**src/rtl/agc_pkg.sv**
```systemverilog
package agc_pkg;

  typedef enum logic [1:0] {
    MODE_FIXED = 2'd0,
    MODE_LOCAL = 2'd1,
    MODE_EXT   = 2'd2,
    MODE_HOLD  = 2'd3
  } agc_mode_e;

  typedef enum logic [1:0] {
    STEP_HOLD = 2'd0,
    STEP_UP   = 2'd1,
    STEP_DOWN = 2'd2
  } step_e;

endpackage

```
**src/rtl/agc_scaler.sv**
```systemverilog
module agc_scaler #(
  parameter int DW   = 12,
  parameter int GW   = 16,
  parameter int FRAC = 12
) (
  input  logic                 clk,
  input  logic                 rst_n,
  input  logic                 in_valid,
  input  logic signed [DW-1:0] in_i,
  input  logic signed [DW-1:0] in_q,
  input  logic [GW-1:0]        gain,
  output logic                 out_valid,
  output logic signed [DW-1:0] out_i,
  output logic signed [DW-1:0] out_q,
  output logic                 clip
);

  localparam int PW = DW + GW + 1;
  localparam int NL = 2;
  localparam logic signed [PW-1:0] MAXV = $signed({{(PW-DW+1){1'b0}}, {(DW-1){1'b1}}});
  localparam logic signed [PW-1:0] MINV = $signed({{(PW-DW+1){1'b1}}, {(DW-1){1'b0}}});

  logic [NL*DW-1:0] in_all;
  logic [NL*DW-1:0] sat_all;
  logic [NL-1:0]    clip_all;

  assign in_all = {in_q, in_i};

  for (genvar k = 0; k < NL; k++) begin : g_lane
    logic signed [PW-1:0] prod;
    logic signed [PW-1:0] shv;
    logic signed [DW-1:0] lsat;
    logic                 lclip;

    always_comb begin
      prod = PW'($signed(in_all[k*DW +: DW])) * PW'($signed({1'b0, gain}));
      shv  = prod >>> FRAC;
      if (shv > MAXV) begin
        lsat  = MAXV[DW-1:0];
        lclip = 1'b1;
      end else if (shv < MINV) begin
        lsat  = MINV[DW-1:0];
        lclip = 1'b1;
      end else begin
        lsat  = shv[DW-1:0];
        lclip = 1'b0;
      end
    end

    assign sat_all[k*DW +: DW] = lsat;
    assign clip_all[k]         = lclip;
  end

  assign clip = |clip_all;

  logic                 vld_d;
  logic signed [DW-1:0] oi_d;
  logic signed [DW-1:0] oq_d;

  always_comb begin
    vld_d = in_valid;
    oi_d  = in_valid ? sat_all[DW-1:0]    : out_i;
    oq_d  = in_valid ? sat_all[2*DW-1:DW] : out_q;
  end

  always_ff @(posedge clk or negedge rst_n) begin
    if (!rst_n) begin
      out_valid <= 1'b0;
      out_i     <= '0;
      out_q     <= '0;
    end else begin
      out_valid <= vld_d;
      out_i     <= oi_d;
      out_q     <= oq_d;
    end
  end


  out_valid_follow_chk: assert property (@(posedge clk) disable iff (!rst_n)
    in_valid |=> out_valid);


  out_hold_chk: assert property (@(posedge clk) disable iff (!rst_n)
    !in_valid |=> (!out_valid && $stable(out_i) && $stable(out_q)));

endmodule

```
**src/rtl/agc_step_ctrl.sv**
```systemverilog
module agc_step_ctrl #(
  parameter int GW         = 16,
  parameter int LOC_WIN    = 1024,
  parameter int EXT_PERIOD = 256,
  parameter int DN_STEP    = 256,
  parameter int UP_STEP    = 16,
  parameter int EXT_STEP   = 64
) (
  input  logic                 clk,
  input  logic                 rst_n,
  input  agc_pkg::agc_mode_e   mode,
  input  logic                 sample_valid,
  input  logic                 clip,
  input  logic                 ext_dn,
  input  logic                 reload,
  output agc_pkg::step_e       cmd,
  output logic [GW-1:0]        amount
);

  import agc_pkg::*;

  localparam int CNT_MAX = (LOC_WIN > EXT_PERIOD) ? LOC_WIN : EXT_PERIOD;
  localparam int CW      = (CNT_MAX > 2) ? $clog2(CNT_MAX) : 1;
  localparam logic [CW-1:0] LOC_LAST = CW'(LOC_WIN - 1);
  localparam logic [CW-1:0] EXT_LAST = CW'(EXT_PERIOD - 1);

  logic [CW-1:0] cnt_q, cnt_d;
  agc_mode_e     mode_q;

  always_comb begin
    cnt_d  = cnt_q;
    cmd    = STEP_HOLD;
    amount = '0;
    if (mode != mode_q) begin
      cnt_d = '0;
    end else begin
      case (mode)
        MODE_LOCAL: begin
          if (sample_valid) begin
            if (clip) begin
              cnt_d  = '0;
              cmd    = STEP_DOWN;
              amount = GW'(DN_STEP);
            end else if (cnt_q == LOC_LAST) begin
              cnt_d  = '0;
              cmd    = STEP_UP;
              amount = GW'(UP_STEP);
            end else begin
              cnt_d = cnt_q + CW'(1);
            end
          end
        end
        MODE_EXT: begin
          if (sample_valid) begin
            if (cnt_q == EXT_LAST) begin
              cnt_d  = '0;
              cmd    = ext_dn ? STEP_DOWN : STEP_UP;
              amount = GW'(EXT_STEP);
            end else begin
              cnt_d = cnt_q + CW'(1);
            end
          end
        end
        default: cnt_d = '0;
      endcase
    end
    if (reload) cnt_d = '0;
  end

  always_ff @(posedge clk or negedge rst_n) begin
    if (!rst_n) begin
      cnt_q  <= '0;
      mode_q <= MODE_FIXED;
    end else begin
      cnt_q  <= cnt_d;
      mode_q <= mode;
    end
  end


  local_dn_cause_chk: assert property (@(posedge clk) disable iff (!rst_n)
    (cmd == STEP_DOWN && mode == MODE_LOCAL) |-> (sample_valid && clip));


  ext_dir_chk: assert property (@(posedge clk) disable iff (!rst_n)
    (cmd != STEP_HOLD && mode == MODE_EXT) |-> ((cmd == STEP_DOWN) == ext_dn));


  mode_change_quiet_chk: assert property (@(posedge clk) disable iff (!rst_n)
    (mode != mode_q) |-> (cmd == STEP_HOLD));

endmodule

```
**src/rtl/agc_gain_reg.sv**
```systemverilog
module agc_gain_reg #(
  parameter int            GW         = 16,
  parameter logic [GW-1:0] RESET_GAIN = 16'h1000
) (
  input  logic                 clk,
  input  logic                 rst_n,
  input  logic                 lo_we,
  input  logic                 hi_we,
  input  logic [GW/2-1:0]      wdata,
  input  agc_pkg::step_e       cmd,
  input  logic [GW-1:0]        amount,
  output logic [GW-1:0]        gain
);

  import agc_pkg::*;

  localparam int BW = GW / 2;

  logic [GW-1:0] gain_q, gain_d;
  logic [BW-1:0] lo_q, lo_d;
  logic [GW:0]   sum;

  always_comb begin
    sum  = {1'b0, gain_q} + {1'b0, amount};
    lo_d = lo_we ? wdata : lo_q;
    if (hi_we) begin
      gain_d = {wdata, lo_q};
    end else begin
      case (cmd)
        STEP_UP:   gain_d = sum[GW] ? '1 : sum[GW-1:0];
        STEP_DOWN: gain_d = (gain_q < amount) ? '0 : (gain_q - amount);
        default:   gain_d = gain_q;
      endcase
    end
  end

  always_ff @(posedge clk or negedge rst_n) begin
    if (!rst_n) begin
      gain_q <= RESET_GAIN;
      lo_q   <= RESET_GAIN[BW-1:0];
    end else begin
      gain_q <= gain_d;
      lo_q   <= lo_d;
    end
  end

  assign gain = gain_q;


  lo_write_inert_chk: assert property (@(posedge clk) disable iff (!rst_n)
    (lo_we && !hi_we && cmd == STEP_HOLD) |=> $stable(gain_q));


  reload_wins_chk: assert property (@(posedge clk) disable iff (!rst_n)
    hi_we |=> (gain_q == $past({wdata, lo_q})));


  no_wrap_up_chk: assert property (@(posedge clk) disable iff (!rst_n)
    (!hi_we && cmd == STEP_UP) |=> (gain_q >= $past(gain_q)));


  no_wrap_down_chk: assert property (@(posedge clk) disable iff (!rst_n)
    (!hi_we && cmd == STEP_DOWN) |=> (gain_q <= $past(gain_q)));

endmodule

```
**src/rtl/agc_baseband.sv**
```systemverilog
module agc_baseband #(
  parameter int            DW         = 12,
  parameter int            GW         = 16,
  parameter int            FRAC       = 12,
  parameter int            LOC_WIN    = 1024,
  parameter int            EXT_PERIOD = 256,
  parameter int            DN_STEP    = 256,
  parameter int            UP_STEP    = 16,
  parameter int            EXT_STEP   = 64,
  parameter logic [GW-1:0] RESET_GAIN = 16'h1000
) (
  input  logic                 clk,
  input  logic                 rst_n,
  input  logic [1:0]           mode,
  input  logic                 seed_lo_we,
  input  logic                 seed_hi_we,
  input  logic [GW/2-1:0]      seed_data,
  input  logic                 agc_ext,
  input  logic                 in_valid,
  input  logic signed [DW-1:0] in_i,
  input  logic signed [DW-1:0] in_q,
  output logic                 out_valid,
  output logic signed [DW-1:0] out_i,
  output logic signed [DW-1:0] out_q,
  output logic [GW/2-1:0]      gain_rd_lo,
  output logic [GW/2-1:0]      gain_rd_hi
);

  import agc_pkg::*;

  localparam int BW = GW / 2;

  agc_mode_e     mode_e;
  step_e         cmd;
  logic [GW-1:0] amount;
  logic [GW-1:0] gain;
  logic          clip;

  assign mode_e = agc_mode_e'(mode);

  agc_scaler #(.DW(DW), .GW(GW), .FRAC(FRAC)) u_scaler (
    .clk       (clk),
    .rst_n     (rst_n),
    .in_valid  (in_valid),
    .in_i      (in_i),
    .in_q      (in_q),
    .gain      (gain),
    .out_valid (out_valid),
    .out_i     (out_i),
    .out_q     (out_q),
    .clip      (clip)
  );

  agc_step_ctrl #(
    .GW(GW), .LOC_WIN(LOC_WIN), .EXT_PERIOD(EXT_PERIOD),
    .DN_STEP(DN_STEP), .UP_STEP(UP_STEP), .EXT_STEP(EXT_STEP)
  ) u_ctrl (
    .clk          (clk),
    .rst_n        (rst_n),
    .mode         (mode_e),
    .sample_valid (in_valid),
    .clip         (clip),
    .ext_dn       (agc_ext),
    .reload       (seed_hi_we),
    .cmd          (cmd),
    .amount       (amount)
  );

  agc_gain_reg #(.GW(GW), .RESET_GAIN(RESET_GAIN)) u_gain (
    .clk    (clk),
    .rst_n  (rst_n),
    .lo_we  (seed_lo_we),
    .hi_we  (seed_hi_we),
    .wdata  (seed_data),
    .cmd    (cmd),
    .amount (amount),
    .gain   (gain)
  );

  assign gain_rd_lo = gain[BW-1:0];
  assign gain_rd_hi = gain[GW-1:BW];


  fixed_gain_chk: assert property (@(posedge clk) disable iff (!rst_n)
    (!seed_hi_we && (mode_e == MODE_FIXED || mode_e == MODE_HOLD)) |=> (gain == $past(gain)));


  ext_ignores_clip_chk: assert property (@(posedge clk) disable iff (!rst_n)
    (mode_e == MODE_EXT && !seed_hi_we && cmd == STEP_HOLD) |=> $stable(gain));

endmodule

```
**config.mk**
```make
export PLATFORM = sky130hd
export DESIGN_NAME = agc_baseband
export DESIGN_NICKNAME = d
export VERILOG_FILES = /design/src/rtl/agc_pkg.sv /design/src/rtl/agc_scaler.sv /design/src/rtl/agc_step_ctrl.sv /design/src/rtl/agc_gain_reg.sv /design/src/rtl/agc_baseband.sv
export SDC_FILE = /design/constraint.sdc
export NUM_CORES = 1
export LEC_CHECK = 0
export BUFFER_PORTS_ARGS = -buffer_cell sky130_fd_sc_hd__buf_2
export CORE_MARGIN = 2
export CORE_UTILIZATION = 41
export DETAILED_ROUTE_END_ITERATION = 16
export PLACE_DENSITY = 0.67
export SYNTH_ARGS = -nofsm -noshare
export SYNTH_HDL_FRONTEND = slang
export SYNTH_SLANG_ARGS = --single-unit
```
**constraint.sdc**
```tcl
create_clock -name clk -period 9.5 [get_ports clk]
set_input_delay 1.425 -clock clk [delete_from_list [all_inputs] [get_ports clk]]
set_output_delay 1.425 -clock clk [all_outputs]
set_load 0.05 [all_outputs]
```
==> flow_results.org <==
** Timing
- Setup violators final :: 0
- The final critical path takes up 96.3% of the cycle.
- Final critical path time including I/O delays and setup :: 9.15 ns
- Setup Skew :: between 0.015 and 0.02 ns
- Number of failing hold endpoints at the final stage :: 0
- The number of slew-limit violations in the final report is 0.
- Hold WS :: 0.519 ns
- Derived from the worst setup path, the maximum achievable clock frequency is 0.109 GHz.
- Setup ws final :: 0.353 ns
- Worst slew margin relative to its limit :: 29.9%
- At the pin with the least slew margin, the transition time is approximately 1.1 ns.

** Critical path
- The critical path is of the input port to flip-flop type.
- The slowest stage of the critical path belongs to the cell sky130_fd_sc_hd__or4b_2.
- Crit path largest cell delay :: 0.60 ns
- Data on the critical path is required at its endpoint by ~10 ns.
- The worst setup path is captured at a flip-flop.
- Worst r2r src :: u_gain.gain[7]$_DFFE_PN0P_
- Across all register-to-register paths, the minimum setup slack is 0.66 ns.
- The cell that appears most often on the critical path is sky130_fd_sc_hd__fa_1.
- At the worst endpoint, the arrival time is around 9.4 ns.
- Critical path launch point type :: input port
- Start point of the critical path :: in_i[11]
- In this run the worst path has a maximum fanout of 6.

** Route
- Post-DR vias/cell :: 5.21
- Total iterations of the first detailed-routing run :: 5
- Detailed-route wire length per cell :: approximately 17 um
- Count of unresolved DRC violations after routing :: 0
- Routed vias :: 13000
- In this run, the number of DRC markers left after iteration 0 of detailed routing was 689.
- Antenna violation net count after detailed routing :: 0
- Wires add up to 41.5 mm.

** Run status
- Run status :: complete, no violations

** GRT
- The number of antenna violations at the first check in global routing was 0.
- Global Route Usage Sum :: 21.5%
- Total grt overflow :: 0
- Entering global routing, the biggest net connects 62 pins.
- The first global-routing pass estimated 69.7 mm of wire.
- Number of global-route vias before repair :: ~14000

** CTS
- Buffers inserted during clock tree synthesis total 9.
- Clk pin slew, worst setup/hold paths :: around 0.070 ns
- The clock passes through at most 2 buffers.
- Worst-Skew Late Latency :: 0.36 ns
- For this design, the CTS-stage hold fixing added 0 buffers.
- The H-tree was split into 3 levels.
- Clock tree synthesis selected as its root buffer the cell sky130_fd_sc_hd__clkbuf_16.
- Clock sink count :: a little over 60
- CTS tree :: done

** Synthesis
- Post-synth cell types :: 68
- Post-synthesis register bit count :: 61
- FFs w/ async S/R, synth :: 100%
- Yosys printed 0 warnings.
- Mapped Area :: 15900 um^2
- Library cell occupying the most area in the post-synthesis netlist :: sky130_fd_sc_hd__fa_1
- Among all flip-flop cells after synthesis, the most frequent one is sky130_fd_sc_hd__dfrtp_1.
- Leading cell types by total area after synthesis :: sky130_fd_sc_hd__fa_1 (35%), sky130_fd_sc_hd__ha_1 (14%), sky130_fd_sc_hd__dfrtp_1 (9.4%)
- Post-synth top area share :: 34.9%
- Counting flops with a built-in enable in the synthesized netlist gives 0.
- Counting every instance in the synthesized netlist gives 1865.
- Most instantiated cells after synthesis :: sky130_fd_sc_hd__inv_1 (384), sky130_fd_sc_hd__fa_1 (278), sky130_fd_sc_hd__nand2_1 (277)
- Yosys instantiated no cell more often than sky130_fd_sc_hd__inv_1.
- In this run the mean area of a mapped cell was 8.54 um^2.
- The number of nets handed over by synthesis was roughly 2400.
- For this run, the register share of the synthesized area comes to 9.59%.

** Cells and area
- Layout cells sized above 1 :: 12.6%
- 0 antenna diodes ended up in the layout.
- From synthesis to final layout, the design area changed by 12.3%.
- Non-Filler Cell Area, Final :: 17900 um^2
- In the final design database the tool counted 2468 nets.

** Job
- Count of max-cap constraint violations :: 0

** Worst hold path
- Worst min-delay path category :: flip-flop to flip-flop
- The startpoint identified for the worst hold timing path is u_gain.lo_q[7]$_DFFE_PN0P_.

** Die
- Core region area :: around 38000 um^2
- After floorplanning, the core was divided into a little over 70 placement rows.
- Die Y :: 201 um
- Horiz. Die Dim :: around 200 um
- Pin placement for this block handled between 80 and 90 I/O pins.
- For this configuration, the core starts out at a cell density of 41.4%.
- Area of the die :: just over 40000 um^2

** Placed design
- Once detailed placement completed, the half-perimeter wirelength came to ~34 mm.
- During placement, the flow inserted port buffers numbering 80.
- OpenSTA, run right after detailed placement, puts the worst setup slack at -0.161 ns.
- After detailed placement, the total cell area comes to approximately 17000 um^2.
- The congestion estimate from routability-driven global placement came to about 0.92.
[final cells by class]
class | instances | area, um^2
inverters | 384 | 1450
repair buffers | 188 | 1240
flip-flops and latches | 61 | 1530
clock inverters | 4 | 47.5
multi-input cells | 1333 | 12700
fillers | 3751 | 20600
well taps | 518 | 648
clock buffers | 12 | 256
[timing repair]
item,in CTS,in global routing
endpoints found under the setup margin,0,16
setup buffers,0,2
hold endpoints to repair,0,0
resized for setup,0,24
[kinds of logic after synthesis]
family	synth area share [%]
mux	1.49
xor+xnor	1.98
flops	9.59
simple gates	17.9
compound gates	9.32
fa+ha+maj	48.5
buf+inv	11.1
[critical path, delay by kind of cell]
| family | cells | cell delay (ns) |
|---|---|---|
| buffers and inverters | 6 | 0.79 |
| xor gates and xnor gates | 1 | 0.13 |
| and+or+nand+nor | 8 | 2.45 |
| adders and majority gates | 8 | 3.24 |
| AOI/OAI and AO/OA | 7 | 1.38 |
[path summary, 6_finish.rpt]
check | end | depth (start not counted)
worst max register to register | u_gain.gain[14]$_DFFE_PN0P_ | 31
worst min register to register | u_gain.lo_q[7]$_DFFE_PN0P_ | 1
min in group asynchronous | u_gain.lo_q[3]$_DFFE_PN0P_ | 2
worst min-delay path | u_gain.lo_q[7]$_DFFE_PN0P_ | 1
max in group asynchronous | u_scaler.out_i[2]$_DFFE_PN0P_ | 2
worst max-delay path | u_gain.gain[14]$_DFFE_PN0P_ | 30
[state kept, by name, summed over array words and instances, names as in the netlist]
name                cells
u_gain.lo_q             8
u_ctrl.mode_q           2
u_ctrl.cnt_q           10
u_scaler.out_i         12
u_scaler.out_valid      1
u_scaler.out_q         12
u_gain.gain            16
[through the flow]
stage,std cells,util (%),TNS [ns]
after floorplan,1865,-,0
after global placement,2482,45.4,-0.108
after detailed placement,2482,45.4,-0.770
after CTS,2498,46.2,0
after global routing,2500,46.5,-0.271
final,2500,46.5,0
[layout by cell type, fill, tap and decap left out, types with 60 or more instances in the layout]
master,synthesis,final
sky130_fd_sc_hd__and2_1,120,120
sky130_fd_sc_hd__a21oi_1,80,79
sky130_fd_sc_hd__buf_2,3,78
sky130_fd_sc_hd__nor2_1,79,77
sky130_fd_sc_hd__inv_1,384,383
sky130_fd_sc_hd__fa_1,278,278
sky130_fd_sc_hd__ha_1,173,172
sky130_fd_sc_hd__nand2_1,277,277
sky130_fd_sc_hd__dfrtp_1,60,60
sky130_fd_sc_hd__buf_4,1,106
[layer usage]
metal,GRT usage [%],vias up,wire length (um)
li1,-,6039,-
met1,28.6,6567,17900
met2,36.9,343,20600
met3,2.39,75,1960
met4,6.75,0,1030
met5,0,-,0
Power is left out: the tool's default activity adds up to more than one toggle a clock period on the data nets, which glitch-free logic cannot reach.
